===== config.mk =====
export PLATFORM = sky130hd
export DESIGN_NAME = evt_core_ctrl
export DESIGN_NICKNAME = d
export VERILOG_FILES = /design/src/rtl/ecc_pkg.sv /design/src/rtl/ecc_first_set.sv /design/src/rtl/ecc_vec_table.sv /design/src/rtl/evt_core_ctrl.sv
export SDC_FILE = /design/constraint.sdc
export NUM_CORES = 2
export LEC_CHECK = 0
export BUFFER_PORTS_ARGS = -buffer_cell sky130_fd_sc_hd__buf_2
export CORE_MARGIN = 5
export CORE_UTILIZATION = 45
export DETAILED_ROUTE_END_ITERATION = 7
export GPL_TIMING_DRIVEN = 0
export PLACE_DENSITY = 0.57
export RECOVER_POWER = 50
export SKIP_LAST_GASP = 1
export SYNTH_ARGS = -nofsm -noshare
export SYNTH_HDL_FRONTEND = slang
export SYNTH_SLANG_ARGS = --single-unit

===== constraint.sdc =====
create_clock -name clk -period 3.5 [get_ports clk]
set_input_delay 0.175 -clock clk [delete_from_list [all_inputs] [get_ports clk]]
set_output_delay 0.175 -clock clk [all_outputs]
set_load 0.01 [all_outputs]

===== src/rtl/ecc_pkg.sv =====
package ecc_pkg;

    // register selected by the low address half
    typedef enum logic [1:0] {
        SEL_MASK    = 2'd0,
        SEL_PENDING = 2'd1,
        SEL_SERVICE = 2'd2,
        SEL_NONE    = 2'd3
    } ecc_reg_e;

    localparam int FIXED_VECTORS = 2;

endpackage


===== src/rtl/ecc_first_set.sv =====
module ecc_first_set #(
    parameter int N = 16,
    localparam int LVL_W = $clog2(N)
) (
    input  logic [N-1:0]     bits,
    output logic             found,
    output logic [LVL_W-1:0] index,
    output logic [N-1:0]     onehot
);

    // scan from the top down so the lowest set index wins
    always_comb begin
        found  = 1'b0;
        index  = '0;
        onehot = '0;
        for (int i = N - 1; i >= 0; i--) begin
            if (bits[i]) begin
                found     = 1'b1;
                index     = LVL_W'(i);
                onehot    = '0;
                onehot[i] = 1'b1;
            end
        end
    end

endmodule


===== src/rtl/ecc_vec_table.sv =====
module ecc_vec_table import ecc_pkg::*; #(
    parameter int              N       = 16,
    parameter int              VEC_W   = 32,
    parameter logic [VEC_W-1:0] VEC_EMU = 32'h0000_0100,
    parameter logic [VEC_W-1:0] VEC_RST = 32'h0000_0200,
    localparam int             LVL_W   = $clog2(N)
) (
    input  logic             clk,
    input  logic             rst_n,
    input  logic             wr_en,
    input  logic [LVL_W-1:0] wr_idx,
    input  logic [VEC_W-1:0] wr_data,
    input  logic [LVL_W-1:0] rd_idx_a,
    output logic [VEC_W-1:0] rd_data_a,
    input  logic [LVL_W-1:0] rd_idx_b,
    output logic [VEC_W-1:0] rd_data_b
);

    logic [VEC_W-1:0] entry [N];

    for (genvar g = 0; g < N; g++) begin : g_entry
        if (g == 0) begin : g_emu
            assign entry[g] = VEC_EMU;
        end else if (g == 1) begin : g_rst
            assign entry[g] = VEC_RST;
        end else begin : g_prog
            logic [VEC_W-1:0] val_d, val_q;
            always_comb begin
                val_d = val_q;
                if (wr_en && wr_idx == LVL_W'(g)) begin
                    val_d = wr_data;
                end
            end
            always_ff @(posedge clk) begin
                if (!rst_n) val_q <= '0;
                else        val_q <= val_d;
            end
            assign entry[g] = val_q;
        end
    end

    assign rd_data_a = entry[rd_idx_a];
    assign rd_data_b = entry[rd_idx_b];

endmodule


===== src/rtl/evt_core_ctrl.sv =====
module evt_core_ctrl import ecc_pkg::*; #(
    parameter int               N          = 16,
    parameter int               VEC_W      = 32,
    parameter int               UNMASKABLE = 5,
    parameter logic [VEC_W-1:0] VEC_EMU    = 32'h0000_0100,
    parameter logic [VEC_W-1:0] VEC_RST    = 32'h0000_0200,
    localparam int              LVL_W      = $clog2(N),
    localparam int              ADDR_W     = LVL_W + 1
) (
    input  logic              clk,
    input  logic              rst_n,
    input  logic [N-1:0]      evt_req,
    input  logic              rti,
    input  logic              reg_wr,
    input  logic [ADDR_W-1:0] reg_addr,
    input  logic [VEC_W-1:0]  reg_wdata,
    output logic [VEC_W-1:0]  reg_rdata,
    output logic              take_valid,
    output logic [LVL_W-1:0]  take_level,
    output logic [VEC_W-1:0]  take_vector
);

    localparam logic [N-1:0] FORCE_ON = ~({N{1'b1}} << UNMASKABLE);

    typedef struct packed {
        logic [N-1:0]     mask;
        logic [N-1:0]     pending;
        logic [N-1:0]     service;
        logic             valid;
        logic [LVL_W-1:0] level;
        logic [VEC_W-1:0] vector;
    } state_t;

    state_t s_d, s_q;

    // register port decode
    logic             is_vec;
    logic [LVL_W-1:0] vec_idx;
    ecc_reg_e         sel;

    always_comb begin
        is_vec  = reg_addr[ADDR_W-1];
        vec_idx = reg_addr[LVL_W-1:0];
        sel     = SEL_NONE;
        if (!is_vec) begin
            case (vec_idx)
                LVL_W'(0): sel = SEL_MASK;
                LVL_W'(1): sel = SEL_PENDING;
                LVL_W'(2): sel = SEL_SERVICE;
                default:   sel = SEL_NONE;
            endcase
        end
    end

    // arbitration
    logic [N-1:0]     eligible;
    logic             pend_found, serv_found;
    logic [LVL_W-1:0] pend_idx, serv_idx;
    logic [N-1:0]     pend_oh, serv_oh;
    logic             take;
    logic [VEC_W-1:0] vec_rd, vec_take;
    logic [N-1:0]     service_q;

    assign eligible  = s_q.pending & (s_q.mask | FORCE_ON);
    assign service_q = s_q.service;

    ecc_first_set #(.N(N)) u_pick_pend (
        .bits   (eligible),
        .found  (pend_found),
        .index  (pend_idx),
        .onehot (pend_oh)
    );

    ecc_first_set #(.N(N)) u_pick_serv (
        .bits   (s_q.service),
        .found  (serv_found),
        .index  (serv_idx),
        .onehot (serv_oh)
    );

    assign take = pend_found && (!serv_found || (pend_idx < serv_idx));

    ecc_vec_table #(
        .N       (N),
        .VEC_W   (VEC_W),
        .VEC_EMU (VEC_EMU),
        .VEC_RST (VEC_RST)
    ) u_vec (
        .clk       (clk),
        .rst_n     (rst_n),
        .wr_en     (reg_wr && is_vec),
        .wr_idx    (vec_idx),
        .wr_data   (reg_wdata),
        .rd_idx_a  (vec_idx),
        .rd_data_a (vec_rd),
        .rd_idx_b  (pend_idx),
        .rd_data_b (vec_take)
    );

    // next state
    always_comb begin
        logic [N-1:0] clr_w;
        logic [N-1:0] take_oh;
        logic [N-1:0] rti_oh;

        s_d       = s_q;
        s_d.valid = 1'b0;

        clr_w   = (reg_wr && sel == SEL_PENDING) ? reg_wdata[N-1:0] : '0;
        take_oh = take ? pend_oh : '0;
        rti_oh  = rti ? serv_oh : '0;

        if (reg_wr && sel == SEL_MASK) begin
            s_d.mask = reg_wdata[N-1:0];
        end

        s_d.pending = (s_q.pending & ~clr_w & ~take_oh) | evt_req;
        s_d.service = (s_q.service & ~rti_oh) | take_oh;

        if (take) begin
            s_d.valid  = 1'b1;
            s_d.level  = pend_idx;
            s_d.vector = vec_take;
        end
    end

    always_ff @(posedge clk) begin
        if (!rst_n) s_q <= '0;
        else        s_q <= s_d;
    end

    // read data
    always_comb begin
        reg_rdata = '0;
        if (is_vec) begin
            reg_rdata = vec_rd;
        end else begin
            case (sel)
                SEL_MASK:    reg_rdata = VEC_W'(s_q.mask | FORCE_ON);
                SEL_PENDING: reg_rdata = VEC_W'(s_q.pending);
                SEL_SERVICE: reg_rdata = VEC_W'(s_q.service);
                default:     reg_rdata = '0;
            endcase
        end
    end

    assign take_valid  = s_q.valid;
    assign take_level  = s_q.level;
    assign take_vector = s_q.vector;

endmodule


==> impl_metrics.env <==
export IMPL_tightest_slew_ns=1.392
export IMPL_powerDensity_nw_per_um2=485.9
export IMPL_grt_overflow=0
export IMPL_wl_per_cell_um=29.50
export IMPL_synth_area_sq_um=26940
export IMPL_vdd_drop_max_mv=0.5577
export IMPL_endpoint_kind="primary output"
export IMPL_dp_cells=4352
export IMPL_nets=3746
export IMPL_worstPathRequired_ns=3.32
export IMPL_syn_num_nets=3524
export IMPL_reg2reg_slack_ns=-0.07
export IMPL_reg2reg_from="s_q[56]"
export IMPL_final_cell_area_sq_um=31200
export IMPL_synth_edff_count=0
export IMPL_syn_to_final_growth_pct=15.78
export IMPL_drt_met1_wl_um=52960
export IMPL_grt_usage_pct=39.33
export IMPL_hpwl_um=97060
export IMPL_yosysUniqueCellTypes=77
export IMPL_finalCritPeriodShare_pct=102.9
export IMPL_dr_total_vias=28740
export IMPL_yosysTopAreaCell="dfxtp_1"
export IMPL_power_leakage_nw=10.03
export IMPL_max_freq_mhz=277.8
export IMPL_antenna_found_initial=2
export IMPL_finalHoldViolCount=0
export IMPL_avgSynthCellArea_sq_um=7.776
export IMPL_drc=1
export IMPL_slew_headroom_pct=7.227
export IMPL_cts_tree="done"
export IMPL_arrival_ns=3.43
export IMPL_r2r_cells=10
export IMPL_cp_start_kind="primary input"
export IMPL_worst_hold_path_type="in -> reg"
export IMPL_worst_path_most_repeated_cell="buf_2"
export IMPL_clock_latency_ns=0.67
export IMPL_maxCapViolCount=0
export IMPL_grt_max_degree=20
export IMPL_grt_pass1_vias=26690
export IMPL_cts_root_buf="clkbuf_16"
export IMPL_cpMaxStageDelayCell="a222oi_1"
export IMPL_io_pins=126
export IMPL_dr_wl_met2_um=55420
export IMPL_start_util_pct=45.57
export IMPL_synthTopCellsByCount="nand2_1, dfxtp_1, a21oi_1"
export IMPL_startpoint="reg_addr[1]"
export IMPL_wl_met3_um=17280
export IMPL_violations="design-rule violations, negative setup slack"
export IMPL_vias_per_cell=6.369
export IMPL_setup_viol=14
export IMPL_synth_area_leaders="dfxtp_1, nand2_1, a21oi_1, mux4_2, clkbuf_1"
export IMPL_finalPower_mw=15.16
export IMPL_reg2reg_to="take_vector[5]"
export IMPL_hold_slack_ns=0.06174
export IMPL_crit_path_end="reg_rdata[15]"
export IMPL_numClockSinks=528
export IMPL_crit_path_max_fanout=10
export IMPL_die_x_um=254.7
export IMPL_cts_buffers=60
export IMPL_ys_seq_elements=528
export IMPL_routed_wl_um=133100
export IMPL_synth_top_cell_area_share_pct=39.23
export IMPL_grt_pass1_wl_um=186500
export IMPL_drt_pass1_iter_count=8
export IMPL_syn_inst=3465
export IMPL_max_stage_delay_ns=0.75
export IMPL_drv_slew=0
export IMPL_rows=89
export IMPL_fin_crit_ns=3.600
export IMPL_cts_buffer_depth=3
export IMPL_worstPathCellList="buf_2 > buf_2 > clkbuf_2 > mux4_2 > a222oi_1 > a31oi_1 > a221o_1 > buf_2"
export IMPL_synth_most_common_cell="nand2_1"
export IMPL_dieArea_sq_um=64870
export IMPL_synthArstFlopShare_pct=0
export IMPL_setup_ws_ns=-0.1003
export IMPL_drtAntennaViolNets=0
export IMPL_drive_gt1_share_pct=13.57
export IMPL_placed_cell_area_sq_um=28490
export IMPL_finClkSkew_ns=0.05210
export IMPL_drtIter0Drc=4309
export IMPL_rsz0062_at_grt="yes"
export IMPL_port_buffers=112
export IMPL_place_gp_congestion=1.037
export IMPL_instances_no_fill=4512
export IMPL_status="finished with violations"
export IMPL_core_area_sq_um=59130
export IMPL_synth_seq_area_share_pct=39.23
export IMPL_path_clk_slew_ns=0.06
export IMPL_crit_type="in -> out"
export IMPL_die_height_um=254.7
export IMPL_synth_warning_count=0
export IMPL_routed_top_layer="met5"
export IMPL_dpl_worst_slack_ns=-0.7738
export IMPL_cts_htree_levels=2
export IMPL_ys_flop_type="dfxtp_1"
[kinds of logic (layout without fill, tap and decap cells)]
group / after synthesis / after routing / synth area share (%)
compound gates: 768 / 768 / 17.55
fa+ha+maj: 2 / 2 / 0.09286
buf+inv: 369 / 640 / 6.269
flops: 528 / 528 / 39.23
mux: 215 / 215 / 12.83
other cells: 0 / 3 / 0
simple gates: 1583 / 1583 / 24.03
[what timing repair did]
action / in CTS / in global routing
hold buffers: 44 / 0
gates resized for setup: 20 / 36
setup buffers: 1 / 2
setup endpoints to repair: 95 / 76
pin swaps: 1 / 3
hold endpoints to repair: 121 / 0
[final cells by class]
type,count,area [sq um]
Clock inverter,32,429.2
Fill cell,5750,27930
Tap cell,773,967.2
Buffer,354,1679
Multi-Input combinational cell,2568,14770
Clock buffer,79,1694
Antenna cell,3,7.507
Inverter,14,60.06
Sequential cell,528,10570
Timing Repair Buffer,161,1021
[registers in the layout, indices dropped and copies added (netlist names)]
signal and count:
s_q 27, take_level 4, take_vector 32, service_q 16
take_valid 1, u_vec.g_entry.g_prog.val_q 448
[routing by layer]
metal,track usage [%],up-vias
met2,57.30,2087
met1,54.01,13830
met5,0,-
met3,10.90,423
li1,-,12390
met4,19.12,2
[critical path: cells and delay by family]
family                 cells  cell delay, ns
AO/OA/AOI/OAI              3            1.32
multiplexers               1            0.49
buffers and inverters      4            1.41
[power by group]
group,switching [mW],total (mW),internal [mW]
clock,2.82,6.89,4.06
sequential,0.0763,6.16,6.09
combinational,1.56,2.11,0.546
[worst min-delay path by stage]
| stage | from | end | slack, ns | cells past startpoint |
|---|---|---|---|---|
| floorplan | evt_req[0] | s_q[53] | 0.30 | 1 |
| global route | reg_wdata[15] | u_vec.g_entry[2].g_prog.val_q[15] | 0.07 | 3 |
| detailed placement | evt_req[2] | s_q[55] | 0.39 | 2 |
| global placement | evt_req[4] | s_q[57] | 0.39 | 2 |
| finish | reg_wdata[15] | u_vec.g_entry[3].g_prog.val_q[15] | 0.06 | 3 |
| CTS | reg_wdata[15] | u_vec.g_entry[3].g_prog.val_q[15] | 0.005 | 3 |
[per-stage QoR]
| stage | utilization [%] | setup TNS (ns) |
|---|---|---|
| after floorplan | - | 0 |
| after global placement | 48.15 | -55.82 |
| after detailed placement | 48.18 | -58.50 |
| after CTS | 52.66 | -0.01008 |
| after global routing | 52.75 | -0.4723 |
| final | 52.76 | -0.3800 |
[placed cells by master, fill, tap and decap left out, types with 10 or more instances in the layout]
cell type and count:
a21boi_0 18, a21oi_1 526, a222oi_1 30, a31oi_1 11, a32o_1 30, a32oi_1 34
and3_1 25, buf_2 138, buf_4 39, clkbuf_1 261, clkbuf_16 61, clkbuf_4 10
clkbuf_8 11, clkinv_2 16, dfxtp_1 528, dlygate4sd3_1 44, inv_1 11, mux2_2 43
mux2i_1 71, mux4_2 100, nand2_1 1311, nand3_1 102, nand3b_1 17, nor2_1 42
nor3_1 16, o21ai_0 13, o221ai_1 13
Power figures use the tool's default switching activity.
